===== src/rtl/pwo_pkg.sv =====
package pwo_pkg;
    // Operation presented on the legacy target port
    typedef enum logic [1:0] {
        OP_IDLE  = 2'd0,
        OP_WRITE = 2'd1,
        OP_READ  = 2'd2
    } lt_op_e;
endpackage


===== src/rtl/pwo_post_fifo.sv =====
module pwo_post_fifo #(
    parameter int DEPTH = 4,
    parameter int WIDTH = 32
) (
    input  logic             clk,
    input  logic             rst_n,
    input  logic             push,
    input  logic [WIDTH-1:0] push_data,
    input  logic             pop,
    output logic [WIDTH-1:0] head,
    output logic             empty,
    output logic             full,
    output logic [$clog2(DEPTH+1)-1:0] count
);
    localparam int PTRW = (DEPTH > 1) ? $clog2(DEPTH) : 1;
    localparam int CNTW = $clog2(DEPTH + 1);

    typedef struct packed {
        logic [DEPTH-1:0][WIDTH-1:0] mem;
        logic [PTRW-1:0]             wr;
        logic [PTRW-1:0]             rd;
        logic [CNTW-1:0]             cnt;
    } fifo_st_t;

    fifo_st_t st_d, st_q;

    function automatic logic [PTRW-1:0] bump(input logic [PTRW-1:0] p);
        return (p == PTRW'(DEPTH - 1)) ? '0 : p + 1'b1;
    endfunction

    always_comb begin
        st_d = st_q;
        if (push) begin
            st_d.mem[st_q.wr] = push_data;
            st_d.wr           = bump(st_q.wr);
        end
        if (pop) begin
            st_d.rd = bump(st_q.rd);
        end
        case ({push, pop})
            2'b10:   st_d.cnt = st_q.cnt + 1'b1;
            2'b01:   st_d.cnt = st_q.cnt - 1'b1;
            default: st_d.cnt = st_q.cnt;
        endcase
    end

    always_ff @(posedge clk) begin
        if (!rst_n) begin
            st_q <= '0;
        end else begin
            st_q <= st_d;
        end
    end

    assign head  = st_q.mem[st_q.rd];
    assign empty = (st_q.cnt == '0);
    assign full  = (st_q.cnt == CNTW'(DEPTH));
    assign count = st_q.cnt;
endmodule


===== src/rtl/pwo_master_read.sv =====
module pwo_master_read #(
    parameter int AW = 16,
    parameter int DW = 16
) (
    input  logic          clk,
    input  logic          rst_n,
    input  logic          granted,
    input  logic          lm_rd,
    input  logic [AW-1:0] lm_addr,
    output logic          lm_wait,
    output logic          lm_rvalid,
    output logic [DW-1:0] lm_rdata,
    output logic          mem_rd_req,
    output logic [AW-1:0] mem_rd_addr,
    input  logic          mem_rd_valid,
    input  logic [DW-1:0] mem_rd_data
);
    typedef struct packed {
        logic          wait_st;
        logic          pend;
        logic          release_st;
        logic [AW-1:0] addr;
        logic          rvalid;
        logic [DW-1:0] rdata;
    } mrd_st_t;

    mrd_st_t st_d, st_q;

    always_comb begin
        st_d        = st_q;
        st_d.rvalid = 1'b0;
        if (granted && lm_rd && !st_q.wait_st) begin
            st_d.wait_st = 1'b1;
            st_d.pend    = 1'b1;
            st_d.addr    = lm_addr;
        end
        if (st_q.pend && mem_rd_valid) begin
            st_d.pend       = 1'b0;
            st_d.rvalid     = 1'b1;
            st_d.rdata      = mem_rd_data;
            st_d.release_st = 1'b1;
        end
        if (st_q.release_st) begin
            st_d.wait_st    = 1'b0;
            st_d.release_st = 1'b0;
        end
    end

    always_ff @(posedge clk) begin
        if (!rst_n) begin
            st_q <= '0;
        end else begin
            st_q <= st_d;
        end
    end

    assign lm_wait     = st_q.wait_st;
    assign lm_rvalid   = st_q.rvalid;
    assign lm_rdata    = st_q.rdata;
    assign mem_rd_req  = st_q.pend;
    assign mem_rd_addr = st_q.addr;
endmodule


===== src/rtl/pw_order_bridge.sv =====
module pw_order_bridge
    import pwo_pkg::*;
#(
    parameter int DEPTH = 4,
    parameter int AW    = 16,
    parameter int DW    = 16
) (
    input  logic          clk,
    input  logic          rst_n,
    input  logic          hp_valid,
    output logic          hp_ready,
    input  logic [AW-1:0] hp_addr,
    input  logic [DW-1:0] hp_data,
    input  logic          hr_valid,
    output logic          hr_ready,
    input  logic [AW-1:0] hr_addr,
    output logic          hc_valid,
    output logic [DW-1:0] hc_data,
    output logic          lt_req,
    output logic          lt_we,
    output logic [AW-1:0] lt_addr,
    output logic [DW-1:0] lt_wdata,
    input  logic          lt_busy,
    input  logic [DW-1:0] lt_rdata,
    input  logic          lm_req,
    output logic          lm_gnt,
    input  logic          lm_rd,
    input  logic [AW-1:0] lm_addr,
    output logic          lm_wait,
    output logic          lm_rvalid,
    output logic [DW-1:0] lm_rdata,
    output logic          mem_rd_req,
    output logic [AW-1:0] mem_rd_addr,
    input  logic          mem_rd_valid,
    input  logic [DW-1:0] mem_rd_data
);
    localparam int EW   = AW + DW;
    localparam int CNTW = $clog2(DEPTH + 1);

    typedef struct packed {
        logic          gnt;
        logic          rd_pend;
        logic          rd_go;
        logic [AW-1:0] rd_addr;
        logic          hc_valid;
        logic [DW-1:0] hc_data;
    } ctl_st_t;

    ctl_st_t st_d, st_q;

    logic            q_empty, q_full, q_push, q_pop;
    logic [EW-1:0]   q_head;
    logic [CNTW-1:0] q_count;
    lt_op_e          op;
    logic            xfer_done;

    // Post acceptance: stalled when full, while a master waits, or while granted
    assign hp_ready = !q_full && !lm_req && !st_q.gnt;
    assign q_push   = hp_valid && hp_ready;
    assign hr_ready = !st_q.rd_pend;

    pwo_post_fifo #(
        .DEPTH (DEPTH),
        .WIDTH (EW)
    ) post_q_i (
        .clk       (clk),
        .rst_n     (rst_n),
        .push      (q_push),
        .push_data ({hp_addr, hp_data}),
        .pop       (q_pop),
        .head      (q_head),
        .empty     (q_empty),
        .full      (q_full),
        .count     (q_count)
    );

    // Target port selection: started read sticks, writes go before a waiting read
    always_comb begin
        if (st_q.gnt)             op = OP_IDLE;
        else if (st_q.rd_go)      op = OP_READ;
        else if (!q_empty)        op = OP_WRITE;
        else if (st_q.rd_pend)    op = OP_READ;
        else                      op = OP_IDLE;
    end

    assign lt_req    = (op != OP_IDLE);
    assign lt_we     = (op == OP_WRITE);
    assign lt_addr   = (op == OP_WRITE) ? q_head[EW-1:DW] : st_q.rd_addr;
    assign lt_wdata  = (op == OP_WRITE) ? q_head[DW-1:0] : '0;
    assign xfer_done = lt_req && !lt_busy;
    assign q_pop     = xfer_done && (op == OP_WRITE);

    always_comb begin
        st_d          = st_q;
        st_d.hc_valid = 1'b0;
        if (hr_valid && hr_ready) begin
            st_d.rd_pend = 1'b1;
            st_d.rd_addr = hr_addr;
        end
        if (op == OP_READ) begin
            if (lt_busy) begin
                st_d.rd_go = 1'b1;
            end else begin
                st_d.rd_go    = 1'b0;
                st_d.rd_pend  = 1'b0;
                st_d.hc_valid = 1'b1;
                st_d.hc_data  = lt_rdata;
            end
        end
        if (st_q.gnt) begin
            st_d.gnt = lm_req;
        end else begin
            st_d.gnt = lm_req && q_empty && !st_q.rd_pend;
        end
    end

    always_ff @(posedge clk) begin
        if (!rst_n) begin
            st_q <= '0;
        end else begin
            st_q <= st_d;
        end
    end

    assign lm_gnt   = st_q.gnt;
    assign hc_valid = st_q.hc_valid;
    assign hc_data  = st_q.hc_data;

    pwo_master_read #(
        .AW (AW),
        .DW (DW)
    ) mrd_i (
        .clk          (clk),
        .rst_n        (rst_n),
        .granted      (st_q.gnt),
        .lm_rd        (lm_rd),
        .lm_addr      (lm_addr),
        .lm_wait      (lm_wait),
        .lm_rvalid    (lm_rvalid),
        .lm_rdata     (lm_rdata),
        .mem_rd_req   (mem_rd_req),
        .mem_rd_addr  (mem_rd_addr),
        .mem_rd_valid (mem_rd_valid),
        .mem_rd_data  (mem_rd_data)
    );
endmodule


===== config.mk =====
export PLATFORM = sky130hd
export DESIGN_NAME = pw_order_bridge
export DESIGN_NICKNAME = d
export VERILOG_FILES = /design/src/rtl/pwo_pkg.sv /design/src/rtl/pwo_post_fifo.sv /design/src/rtl/pwo_master_read.sv /design/src/rtl/pw_order_bridge.sv
export SDC_FILE = /design/constraint.sdc
export NUM_CORES = 1
export LEC_CHECK = 0
export BUFFER_PORTS_ARGS = -buffer_cell sky130_fd_sc_hd__clkbuf_2
export CORE_AREA = 3 3 122 153
export CTS_CLUSTER_DIAMETER = 50
export DETAILED_ROUTE_END_ITERATION = 8
export DIE_AREA = 0 0 125 156
export PLACE_DENSITY = 0.85
export SKIP_LAST_GASP = 1
export SYNTH_ARGS = -nofsm -noshare
export SYNTH_HDL_FRONTEND = slang
export SYNTH_SLANG_ARGS = --single-unit

===== constraint.sdc =====
create_clock -name clk -period 3.7 [get_ports clk]
set_input_delay 0.555 -clock clk [delete_from_list [all_inputs] [get_ports clk]]
set_output_delay 0.555 -clock clk [all_outputs]
set_load 0.01 [all_outputs]

=== Word level (Yosys, flattened, before mapping) ===
Cells that the tools add are included.

* Output and inout port bits: 89
* Register bits after elaboration: 207
* Logic and storage cells: 81
* Input port bits: 104

* Order comparisons: 3
* Equal/unequal tests: 7
* Add/subtract/negate cells: 4
* Bitwise operators: 2
* Reductions and logical operators: 25
* Multiplexer cells: 21

{| class="wikitable"
|+ Operators by type and width
! cell !! count
|-
| 128-bit bitwise mux || 1
|-
| 32-bit binary-select mux with 2-bit select || 1
|-
| 32-bit demux with 2-bit select || 1
|-
| 32-bit two-way mux || 2
|-
| 17-bit two-way mux || 2
|-
| 16-bit two-way mux || 2
|-
| 2-bit two-way mux || 7
|-
| 1-bit logical AND || 12
|-
| 2-bit equality test (second input constant) || 4
|-
| 1-bit logical NOT || 6
|-
| 2-bit by 3-bit < comparator with 1-bit output (second input constant) || 2
|-
| 3-bit case mux with 2 select lines || 1
|-
| 2-bit by 1-bit adder with 2-bit output (second input constant) || 2
|-
| 2-bit by 1-bit equality test with 1-bit output (second input constant) || 2
|-
| 1-bit two-way mux || 4
|-
| 2-bit AND reduction || 2
|-
| 2-bit nonzero test || 2
|-
| 2-bit OR reduction || 2
|-
| 3-bit by 1-bit adder with 3-bit output (second input constant) || 1
|-
| 3-bit equality test (second input constant) || 1
|-
| 3-bit logical NOT || 1
|-
| 3-bit by 1-bit subtractor with 3-bit output (second input constant) || 1
|-
| 2-bit by 1-bit >= comparator with 1-bit output (second input constant) || 1
|-
| 1-bit inverter || 2
|}

=== Logic depth before layout (Yosys ltp) ===
Gate-level depths: netlist of run 1.

* Depth in word-level cells: 9
* Mapped depth: 10
* Mapped depth without buffers: 8

=== Cells and area by module ===
From an unflattened synthesis of run 1, not the netlist that was laid out.

* Cells, all modules: 1014
* Area total of the unflattened synthesis: 9496.6 sq um

{| class="wikitable"
|+ By module, submodules not included
! module !! cells each !! area each (sq um) !! seq. area each (sq um) !! instances
|-
| pwo_post_fifo || 648 || 6038.3 || 2702.6 || 1
|-
| pw_order_bridge || 178 || 1731.7 || 720.7 || 1
|-
| pwo_master_read || 188 || 1726.7 || 720.7 || 1
|}

=== Least setup slack after synthesis of run 1 ===
OpenSTA, ideal clock, no wires.

* Path kind: reg2reg
* Start: register post_q_i.st_q, in the netlist post_q_i.count[0]
* End: register post_q_i.st_q, in the netlist post_q_i.count[2]
* Data arrival time: 2344 ps
* Cell stages (with the launch flop): 11
* Path buffers: 2
* Period minus slack after synthesis: 2414 ps
* Setup slack: 1286 ps
* Setup time: 70 ps
* Required time: 3630 ps
* Cell sequence: dfxtp_1 -> nor3b_2 -> buf_2 -> buf_2 -> nor4b_4 -> inv_1 -> ha_1 -> fa_1 -> xnor2_1 -> or3_1 -> a21oi_1

* Cells in the longest elaborated chain, start to end: 9
* Elaborated cells between the ends (all ways): 19
* Classes of those cells: add/sub (2); eq/ne (4); mux (4); reduce/logical (9)

{| class="wikitable"
|+ RTL lines
! what !! RTL line !! source
|-
| start, declared || pwo_post_fifo.sv:25 || <nowiki>fifo_st_t st_d, st_q;</nowiki>
|-
| start signal, assigned || pwo_post_fifo.sv:51 || <nowiki>st_q <= st_d;</nowiki>
|-
| 3-bit logical NOT || pwo_post_fifo.sv:56 || <nowiki>assign empty = (st_q.cnt == '0);</nowiki>
|-
| 2-bit two-way mux || pw_order_bridge.sv:81 || <nowiki>else if (!q_empty) op = OP_WRITE;</nowiki>
|-
| 2-bit two-way mux || pw_order_bridge.sv:80 || <nowiki>else if (st_q.rd_go) op = OP_READ;</nowiki>
|-
| 2-bit two-way mux || pw_order_bridge.sv:79 || <nowiki>if (st_q.gnt) op = OP_IDLE;</nowiki>
|-
| 2-bit nonzero test || pw_order_bridge.sv:86 || <nowiki>assign lt_req = (op != OP_IDLE);</nowiki>
|-
| 1-bit logical AND || pw_order_bridge.sv:90 || <nowiki>assign xfer_done = lt_req && !lt_busy;</nowiki>
|-
| 1-bit logical AND || pw_order_bridge.sv:91 || <nowiki>assign q_pop = xfer_done && (op == OP_WRITE);</nowiki>
|-
| 2-bit by 1-bit equality test with 1-bit output / 2-bit equality test (equally long branches) || pwo_post_fifo.sv:40 || <nowiki>case ({push, pop})</nowiki>
|-
| 3-bit case mux with 2 select lines / 2-bit nonzero test (equally long branches) || - ||
|}

Parallel ways exist; a longest one is shown, timed or not.
A chain may end at the register's enable or synchronous reset.

=== Worst setup path after layout of run 1 ===
* Start: register post_q_i.st_q, in the netlist post_q_i.count[0]
* End: output port lt_addr[7]

* Cells in the longest elaborated chain, start to end: 6

{| class="wikitable"
|+ RTL lines
! what !! RTL line !! source
|-
| 3-bit logical NOT || pwo_post_fifo.sv:56 ||
|-
| 2-bit two-way mux || pw_order_bridge.sv:81 ||
|-
| 2-bit two-way mux || pw_order_bridge.sv:80 ||
|-
| 2-bit two-way mux || pw_order_bridge.sv:79 ||
|-
| 2-bit by 1-bit equality test with 1-bit output || pw_order_bridge.sv:88 || <nowiki>assign lt_addr = (op == OP_WRITE) ? q_head[EW-1:DW] : st_q.rd_addr;</nowiki>
|-
| 16-bit two-way mux || pw_order_bridge.sv:88 ||
|-
| end, declared || pw_order_bridge.sv:21 || <nowiki>output logic [AW-1:0] lt_addr,</nowiki>
|}

No other way between the ends.

==> reports/results.ini, run 1 <==
[logic_synthesis]
netlist_top_cells_count=207 x dfxtp_1, 164 x a21oi_1, 144 x nand3_1
syn_inst=1085
synth_xor_area_share_pct=0.181
synth_top_area_share_pct=42.9
synth_area_leaders=dfxtp_1 43%, a21oi_1 8.5%, nand3_1 7.5%
synth_mux_area_share_pct=10.2
synth_top_family_by_area=compound AO/OA/AOI/OAI gates
yosysWarnings=0
ys_types=47
synth-simple-area-share_pct=15.0
synth.net_count=1196
seq_area_frac_synth_pct=42.9
synth_flop_cell=dfxtp_1
synth_compound_area_share_pct=21.3
syn_avg_cell_area_um2=8.91
yosysTopAreaCell=dfxtp_1
synth_seq_cells=207
yosys.area_share.adder_pct=0.984
async_flop_share_pct=0
synth_area_um2=9670
synth_edf_count=0
yosysMostFrequentCell=dfxtp_1

[clocking]
cts-resized-gates=0
post_cts_buffers=0
htreeDepth=1
clock_latency_ns=0.50
numCtsBuffers=21
clk_pin_slew_ns=0.06
ctsHoldBuffers=0
cts_max_path_buffers=3
cts.sinks=207
cts_tree=done
ctsRootBufferMaster=clkbuf_16

[setup_path]
critPathCaptureType=output pin
rr_worst_depth=7
path_max_fanout=33
slowest_delay_ns=0.85
start_kind=flip-flop
critPathKind=reg -> out
arrival_ns=2.55
required_ns=3.14
reg2reg_slack_ns=1.21
cp_num_buf_inv=1
critical-path-slowest-cell=or3_2
cp_top_family=simple AND/OR/NAND/NOR gates
critical_path_depth=4
cp_cell_sequence=nor3_1 > or3_2 > mux2_4 > clkbuf_2

[finish]
areaGrowthSynthToFinish_pct=13.4
drive_gt1_share_pct=26.2
layout.nets=1264

[detailed_routing]
wirelength_mm=25.6
drc=0
drt_iter0_markers=1018
routedWlPerCell_um=18.4
dr.pass1.iters=5
vias_per_cell=6.17
ant_nets=0
vias=8586

[global_route]
grt_use_total_pct=24.8
grt_overflow=0
antenna_found_initial=2
grt_pass1_wl_mm=40.8
first_global_vias=8105
grt_start_max_net_pins=130

[sta]
relSlewSlack_pct=16.6
maxSlewViolCount=0
worst_slack_ns=0.596
finalClockSkew_ns=0.0183
period_share_pct=83.9
setup_viol=0
final.setup.tns_ns=0
finalHoldViolations=0
worst_pin_slew_ns=1.25
fmax_mhz=322
min_period_ns=3.10
rsz0062_at_grt=no

[placed_design]
place_ws_ns=1.05
portBuffers=192
hpwl_mm=15.2
gp_congestion=0.796

[die]
die_w_um=125
die_h_um=156
dieArea_um2=19500
design.core.area_um2=17400
initial_core_util_pct=55.4
ioPinCount=193
rows=54

[pwr]
power_frac_seq_pct=42.0
switching_power_mw=1.81
ir_worst_vdd_mv=0.389
pwr-share-comb_pct=21.6
leakage_nw=4.24
intPower_mw=4.19
clock_power_share_pct=36.3
netSwitchingFraction_pct=30.2
pwr_density_cell_nw_per_um2=547

[run]
cap_viol_max_count=0

[hold_path]
worstHoldPathCells=2
hold_path.class=in -> reg

[status]
status=completed

worst register-to-register path, cell delays in order, from the launching register on:
cell	delay, ns
dfxtp_1	0.31
buf_4	0.27
nor4_1	0.75
ha_1	0.34
fa_1	0.21
xnor2_1	0.08
or3_1	0.30
a21oi_1	0.15
stage by stage:
stage / cells / hold slack (ns) / utilization, % / cell area [µm²] / total power [mW]
2_1_floorplan: 1085 / 0.393 / - / 9670 / 3.53
3_3_place_gp: 1354 / 0.407 / 58.8 / 10300 / 3.82
3_5_place_dp: 1354 / 0.412 / 58.8 / 10300 / 3.85
4_1_cts: 1391 / 0.248 / 62.9 / 11000 / 6.02
5_1_grt: 1392 / 0.256 / 62.9 / 11000 / 6.25
6_report: 1392 / 0.259 / 62.9 / 11000 / 6.00
kinds of logic (layout without fill, tap and decap cells):
group,after synthesis,count (layout)
xor+xnor,2,2
other cells,0,1
flops,207,207
mux,53,53
compound gates,362,362
simple gates,279,279
fa+ha+maj,7,7
buf+inv,175,257
final timing paths:
kind	startpoint	end
hold reg to reg	mrd_i.st_q[33]	mrd_i.st_q[33]
setup / recovery	post_q_i.count[0]	lt_addr[7]
hold / removal	mem_rd_data[12]	mrd_i.lm_rdata[12]
setup reg to reg	lm_gnt	post_q_i.count[2]
placed cells by master (no fill, tap or decap), drive strengths merged, types with 8 or more instances in the layout:
cell    count
a21oi     164
nand3     144
o21ai     131
inv         8
a22o       16
buf        21
clkbuf    219
o211a      17
dfxtp     207
nand4      16
mux2       16
o211ai     16
a41oi      16
nor2b      18
nand2      70
mux4       32
sequential cells by signal, summed over array words and instances, names as in the netlist:
register / cells
lm_gnt: 1
st_q: 18
post_q_i.st_q: 132
post_q_i.count: 3
mrd_i.lm_rvalid: 1
mrd_i.lm_wait: 1
mrd_i.lm_rdata: 16
mrd_i.mem_rd_addr: 16
hc_data: 16
mrd_i.mem_rd_req: 1
mrd_i.st_q: 1
hc_valid: 1
per-layer routing:
layer / vias to the layer above / track usage (%) / share of wire, %
li1: 4029 / - / -
met1: 4136 / 31.4 / 40
met2: 361 / 42.4 / 50
met3: 58 / 4.42 / 7.4
met4: 2 / 9.45 / 2.9
met5: - / 0 / 0.051
power by group through the flow:
stage	sequential (mW)	clock, mW	combinational, mW
floorplan	2.49	0	1.04
global placement	2.56	0	1.26
detailed placement	2.57	0	1.28
CTS	2.52	2.21	1.29
global route	2.54	2.30	1.41
finish	2.52	2.18	1.30
cell type report:
class,instances,area (µm²)
Clock buffer,27,568
Inverter,7,28.8
Timing Repair Buffer,213,1120
Antenna cell,1,2.50
Sequential cell,207,4150
Clock inverter,10,136
Multi-Input combinational cell,703,4680
Fill cell,1463,6470
Tap cell,224,280
Power figures use the tool's default switching activity.
==> run 2, diff against run 1 <==
--- a/config.mk
+++ b/config.mk
@@ -6,11 +6,11 @@
 export NUM_CORES = 1
 export LEC_CHECK = 0
 export BUFFER_PORTS_ARGS = -buffer_cell sky130_fd_sc_hd__clkbuf_2
-export CORE_AREA = 3 3 122 153
+export CORE_AREA = 3 3 129 162
 export CTS_CLUSTER_DIAMETER = 50
 export DETAILED_ROUTE_END_ITERATION = 8
-export DIE_AREA = 0 0 125 156
-export PLACE_DENSITY = 0.85
+export DIE_AREA = 0 0 132 165
+export PLACE_DENSITY = 0.8
 export SKIP_LAST_GASP = 1
 export SYNTH_ARGS = -nofsm -noshare
 export SYNTH_HDL_FRONTEND = slang
==> constraint.sdc (replaced) <==
create_clock -name clk -period 2.65 [get_ports clk]
set_input_delay 0.3975 -clock clk [delete_from_list [all_inputs] [get_ports clk]]
set_output_delay 0.3975 -clock clk [all_outputs]
set_load 0.01 [all_outputs]
==> reports/results.ini, run 2 (synthesis results as in run 1) <==
[status]
status=completed

[sta]
finalClockSkew_ns=0.0145  ; -0.00384 ns
finalHoldViolations=0  ; unchanged
relSlewSlack_pct=49.8  ; +33 points
whs_ns=0.114  ; -0.145 ns
worst_pin_slew_ns=0.754  ; -0.497 ns
maxSlewViolCount=0  ; unchanged
setup_viol=0  ; unchanged
min_period_ns=2.55
rsz0062_at_grt=yes
final.setup.tns_ns=0  ; unchanged
fmax_mhz=392
period_share_pct=96.3

[detailed_routing]
wirelength_mm=25.5  ; -0.20%
routedWlPerCell_um=17.7  ; -3.6%
dr.pass1.iters=5  ; unchanged
drc=0  ; unchanged
drt_iter0_markers=988  ; -2.9%
vias=8513  ; -0.85%
ant_nets=0  ; unchanged
vias_per_cell=5.91  ; -4.2%

[finish]
fillCellCount=1695  ; +16%
biggestRegsByFlops=post_q_i.st_q: 132 flops, st_q: 18 flops
fin_area_um2=11200  ; +2.0%
final_cell_mix=203 x dfxtp_1, 192 x clkbuf_2, 164 x a21oi_1
largest_reg_flops=132  ; unchanged
layout.nets=1273  ; +0.71%
areaGrowthSynthToFinish_pct=15.7
antenna_cells=0  ; -1
largest_register=post_q_i.st_q
drive_gt1_share_pct=27.1  ; +0.90 points
finalNonFillerCells=1441  ; +3.5%
layout_commonest_cell=dfxtp_1

[hold_path]
hold_path.class=in -> reg
worstHoldPathCells=2  ; unchanged
min_from=mem_rd_data[9]
worstHoldEndpoint=mrd_i.lm_rdata[9]

[setup_path]
reg2reg_slack_ns=0.40  ; -0.81 ns
start_kind=flip-flop
rr_worst_depth=8  ; +1
cp_top_family=simple AND/OR/NAND/NOR gates
r2r-start=post_q_i.count[2]
required_ns=2.25  ; -0.89 ns
critical-path-slowest-cell=or3_4
critical_path_depth=4  ; unchanged
path_max_fanout=22  ; -33%
cp_num_buf_inv=1  ; unchanged
arrival_ns=2.15  ; -0.40 ns
r2r_end=post_q_i.count[2]
critPathCaptureType=output pin
critPathKind=reg -> out
cp_cell_sequence=nor3_1 > or3_4 > mux2_2 > clkbuf_2
slowest_delay_ns=0.46  ; -0.39 ns

[clocking]
numCtsBuffers=22  ; +4.8%
clk_pin_slew_ns=0.06  ; about the same
ctsRootBufferMaster=clkbuf_16
clock_latency_ns=0.49  ; about the same
htreeDepth=1  ; unchanged
cts.sinks=207  ; unchanged
ctsHoldBuffers=0  ; unchanged
cts_max_path_buffers=3  ; unchanged
cts_tree=done

[pwr]
leakage_nw=4.32  ; +2.0%
ir_worst_vdd_mv=0.495  ; +27%
pwr_density_cell_nw_per_um2=768  ; +40%

[global_route]
grt_pass1_wl_mm=41.5  ; +1.7%
antenna_found_initial=0  ; -2
grt_use_total_pct=22.6  ; -2.2 points
first_global_vias=8075  ; -0.37%
grt_start_max_net_pins=130  ; unchanged
grt_overflow=0  ; unchanged

[die]
initial_core_util_pct=49.6  ; -5.8 points
design.core.area_um2=19500  ; +12%
ioPinCount=193  ; unchanged
die_h_um=165  ; +5.8%
rows=57  ; +5.6%
die_w_um=132  ; +5.6%
dieArea_um2=21800  ; +12%

[run]
cap_viol_max_count=0  ; unchanged

[placed_design]
hpwl_mm=15.3  ; +0.71%
dpl_cell_area_um2=10400  ; +1.5%
gp_congestion=0.789  ; -0.92%
placedCellCount=1403  ; +3.6%
portBuffers=192  ; unchanged

==> run 2: cell types whose count changed in the layout (fill, tap and decap cells not counted), sizes merged <==
cell      change
clkbuf        +2
diode         -1
buf           +7
clkinvlp      +1
inv           -1
==> run 2: final cells by class <==
class | count | area [µm²] | share of cell area (%)
multi-input combinational | 703 | 4690 | 41.9
inverter | 7 | 28.8 | 0.257
tap | 265 | 332 | 2.96
timing repair buffer | 221 | 1230 | 11.0
clock inverter | 10 | 135 | 1.21
sequential | 207 | 4150 | 37.1
clock buffer | 28 | 624 | 5.58
==> run 2: power by group <==
group	switching (mW)	internal (mW)	leakage, nW
sequential	0.171	3.31	1.68
clock	1.24	1.96	0.374
combinational	1.13	0.779	2.27
==> run 2: layer usage <==
layer  up-vias  track usage [%]  wire length, µm
met5         -                0                0
met4         0             7.45              658
met3        54             5.15             2060
met2       358             37.7            12500
met1      4055             29.0            10300
li1       4046                -                -
==> run 2: repair_timing <==
action,CTS,global route
endpoints found under the setup margin,34,32
setup buffers,0,0
gates resized for setup,2,5
==> run 2: worst max-delay path by stage <==
stage,startpoint,to,slack (ns)
2_1_floorplan,post_q_i.count[0],post_q_i.count[2],0.24
3_3_place_gp,post_q_i.count[0],lt_wdata[11],0.32
3_5_place_dp,post_q_i.count[0],lt_wdata[12],0.23
4_1_cts,post_q_i.count[0],lt_wdata[12],-0.009
5_1_grt,post_q_i.count[0],lt_addr[0],-0.007
6_report,post_q_i.count[0],lt_addr[0],0.1
==> run 2: stage by stage <==
stage / total power [mW] / util [%] / setup slack [ns]
5_1_grt: 8.97 / 57.4 / -0.00694
3_5_place_dp: 5.44 / 53.4 / 0.230
3_3_place_gp: 5.40 / 53.4 / 0.321
4_1_cts: 8.65 / 57.4 / -0.00911
6_report: 8.59 / 57.4 / 0.0993
2_1_floorplan: 4.93 / - / 0.236
==> run 3, diff against run 2 <==
==> constraint.sdc (replaced) <==
create_clock -name clk -period 2.65 [get_ports clk]
set_input_delay 0.3975 -clock clk [delete_from_list [all_inputs] [get_ports clk]]
set_output_delay 0.3975 -clock clk [all_outputs]
set_load 0.02 [all_outputs]
==> reports/results.ini, run 3 (synthesis results as in run 1) <==
[finish]
layout_commonest_cell=dfxtp_1
finalNonFillerCells=1444  ; +0.21%
fillCellCount=1706  ; +0.65%
largest_reg_flops=132  ; unchanged
drive_gt1_share_pct=27.1  ; about the same
final_cell_mix=203 x dfxtp_1, 192 x clkbuf_2, 164 x a21oi_1
layout.nets=1276  ; +0.24%
largest_register=post_q_i.st_q
biggestRegsByFlops=post_q_i.st_q: 132 flops, st_q: 18 flops
antenna_cells=0  ; unchanged
areaGrowthSynthToFinish_pct=16.3

[global_route]
grt_use_total_pct=22.8  ; +0.22 points
grt_overflow=0  ; unchanged
first_global_vias=8172  ; +1.2%
grt_pass1_wl_mm=41.6  ; +0.32%
grt_start_max_net_pins=130  ; unchanged
antenna_found_initial=1  ; +1

[setup_path]
cp_cell_sequence=buf_12 > mux4_2 > mux2_2 > clkbuf_2
start_kind=flip-flop
critPathCaptureType=output pin
path_max_fanout=16  ; -27%
required_ns=2.25  ; about the same
arrival_ns=2.16  ; about the same
slowest_delay_ns=0.55  ; +0.09 ns
critical-path-slowest-cell=mux4_2
critPathKind=reg -> out

[sta]
worst_pin_slew_ns=0.867  ; +0.114 ns
finalHoldViolations=0  ; unchanged
relSlewSlack_pct=42.2  ; -7.6 points
maxSlewViolCount=0  ; unchanged
rsz0062_at_grt=no
final.setup.tns_ns=0  ; unchanged
period_share_pct=96.6  ; +0.32 points
fmax_mhz=391  ; -0.34%
worst_slack_ns=0.0907  ; -0.00860 ns
min_period_ns=2.56  ; +0.00860 ns
finalClockSkew_ns=0.0210  ; +0.00650 ns
setup_viol=0  ; unchanged

[placed_design]
place_ws_ns=0.261  ; +0.0314 ns
placedCellCount=1404  ; +0.071%
gp_congestion=0.781  ; -1.0%
hpwl_mm=15.6  ; +1.8%
portBuffers=192  ; unchanged

[clocking]
htreeDepth=1  ; unchanged
numCtsBuffers=22  ; unchanged
clk_pin_slew_ns=0.06  ; about the same
ctsRootBufferMaster=clkbuf_16
cts_max_path_buffers=3  ; unchanged
cts_tree=done
ctsHoldBuffers=0  ; unchanged
cts.sinks=207  ; unchanged
clock_latency_ns=0.49  ; about the same

[die]
die_h_um=165  ; unchanged
die_w_um=132  ; unchanged
dieArea_um2=21800  ; unchanged
initial_core_util_pct=49.6  ; unchanged
ioPinCount=193  ; unchanged
design.core.area_um2=19500  ; unchanged
rows=57  ; unchanged

[run]
cap_viol_max_count=0  ; unchanged

[hold_path]
hold_path.class=in -> reg

[detailed_routing]
routedWlPerCell_um=17.8  ; +0.57%
drc=0  ; unchanged
vias_per_cell=5.91  ; +0.12%
drt_iter0_markers=1011  ; +2.3%
vias=8541  ; +0.33%
wirelength_mm=25.7  ; +0.78%
dr.pass1.iters=5  ; unchanged
ant_nets=0  ; unchanged

[pwr]
pwr_density_cell_nw_per_um2=787  ; +2.4%
leakage_nw=4.35  ; +0.64%
ir_worst_vdd_mv=0.463  ; -6.5%

[status]
status=completed

run 3: cell types whose count changed in the layout (fill, tap and decap cells not counted), moves of 2 or more:
cell      change
buf_4         +2
clkinv_2      -2
clkbuf_1      +2
buf_12        +2
run 3: area by class of cell:
type | instances | area, µm² | area share (%)
clock buffer | 32 | 659 | 5.87
timing repair buffer | 224 | 1270 | 11.3
multi-input combinational | 703 | 4690 | 41.7
inverter | 7 | 28.8 | 0.256
tap | 265 | 332 | 2.95
sequential | 207 | 4150 | 37.0
clock inverter | 6 | 109 | 0.968
run 3: power by group:
part           switching, mW  internal [mW]
logic                   1.27          0.847
clock network           1.21           2.01
registers              0.185           3.31
total                   2.66           6.18
run 3: final timing paths:
kind,start,to,slack [ns],cells past startpoint
max,post_q_i.st_q[3],lt_addr[0],0.09,4
min,hr_addr[14],st_q[31],0.12,3
max reg2reg,post_q_i.count[2],post_q_i.count[2],0.43,8
min reg2reg,mrd_i.st_q[33],mrd_i.st_q[33],0.41,1
run 3: what timing repair did:
item,4_1_cts,5_1_grt
pin swaps,0,1
endpoints found under the setup margin,34,28
buffers inserted,0,2
gates resized for setup,3,5
run 3: critical path, delay by kind of cell, from the launching register on:
family	cells	cell delay [ns]
mux	2	0.82
flops	1	0.47
buf+inv	2	0.38
run 3: metal layers:
metal  part of all wire [%]  global-route usage [%]  wire length [µm]  up-vias
met2                     50                    39.2             12800      329
met3                    7.1                    3.96              1840       47
met4                    2.6                    7.64               676        2
li1                       -                       -                 -     4058
met5                  0.051                       0                13        -
met1                     40                    29.2             10400     4105
run 3: metrics by stage:
| step | power (mW) | util, % | hold WS, ns | cell area [µm²] |
|---|---|---|---|---|
| 4_1_cts | 8.83 | 57.5 | 0.106 | 11200 |
| 3_5_place_dp | 5.61 | 53.5 | 0.406 | 10400 |
| 6_report | 8.84 | 57.7 | 0.123 | 11200 |
| 3_3_place_gp | 5.57 | 53.5 | 0.405 | 10400 |
| 5_1_grt | 9.22 | 57.7 | 0.111 | 11200 |
| 2_1_floorplan | 5.07 | - | 0.393 | 9670 |
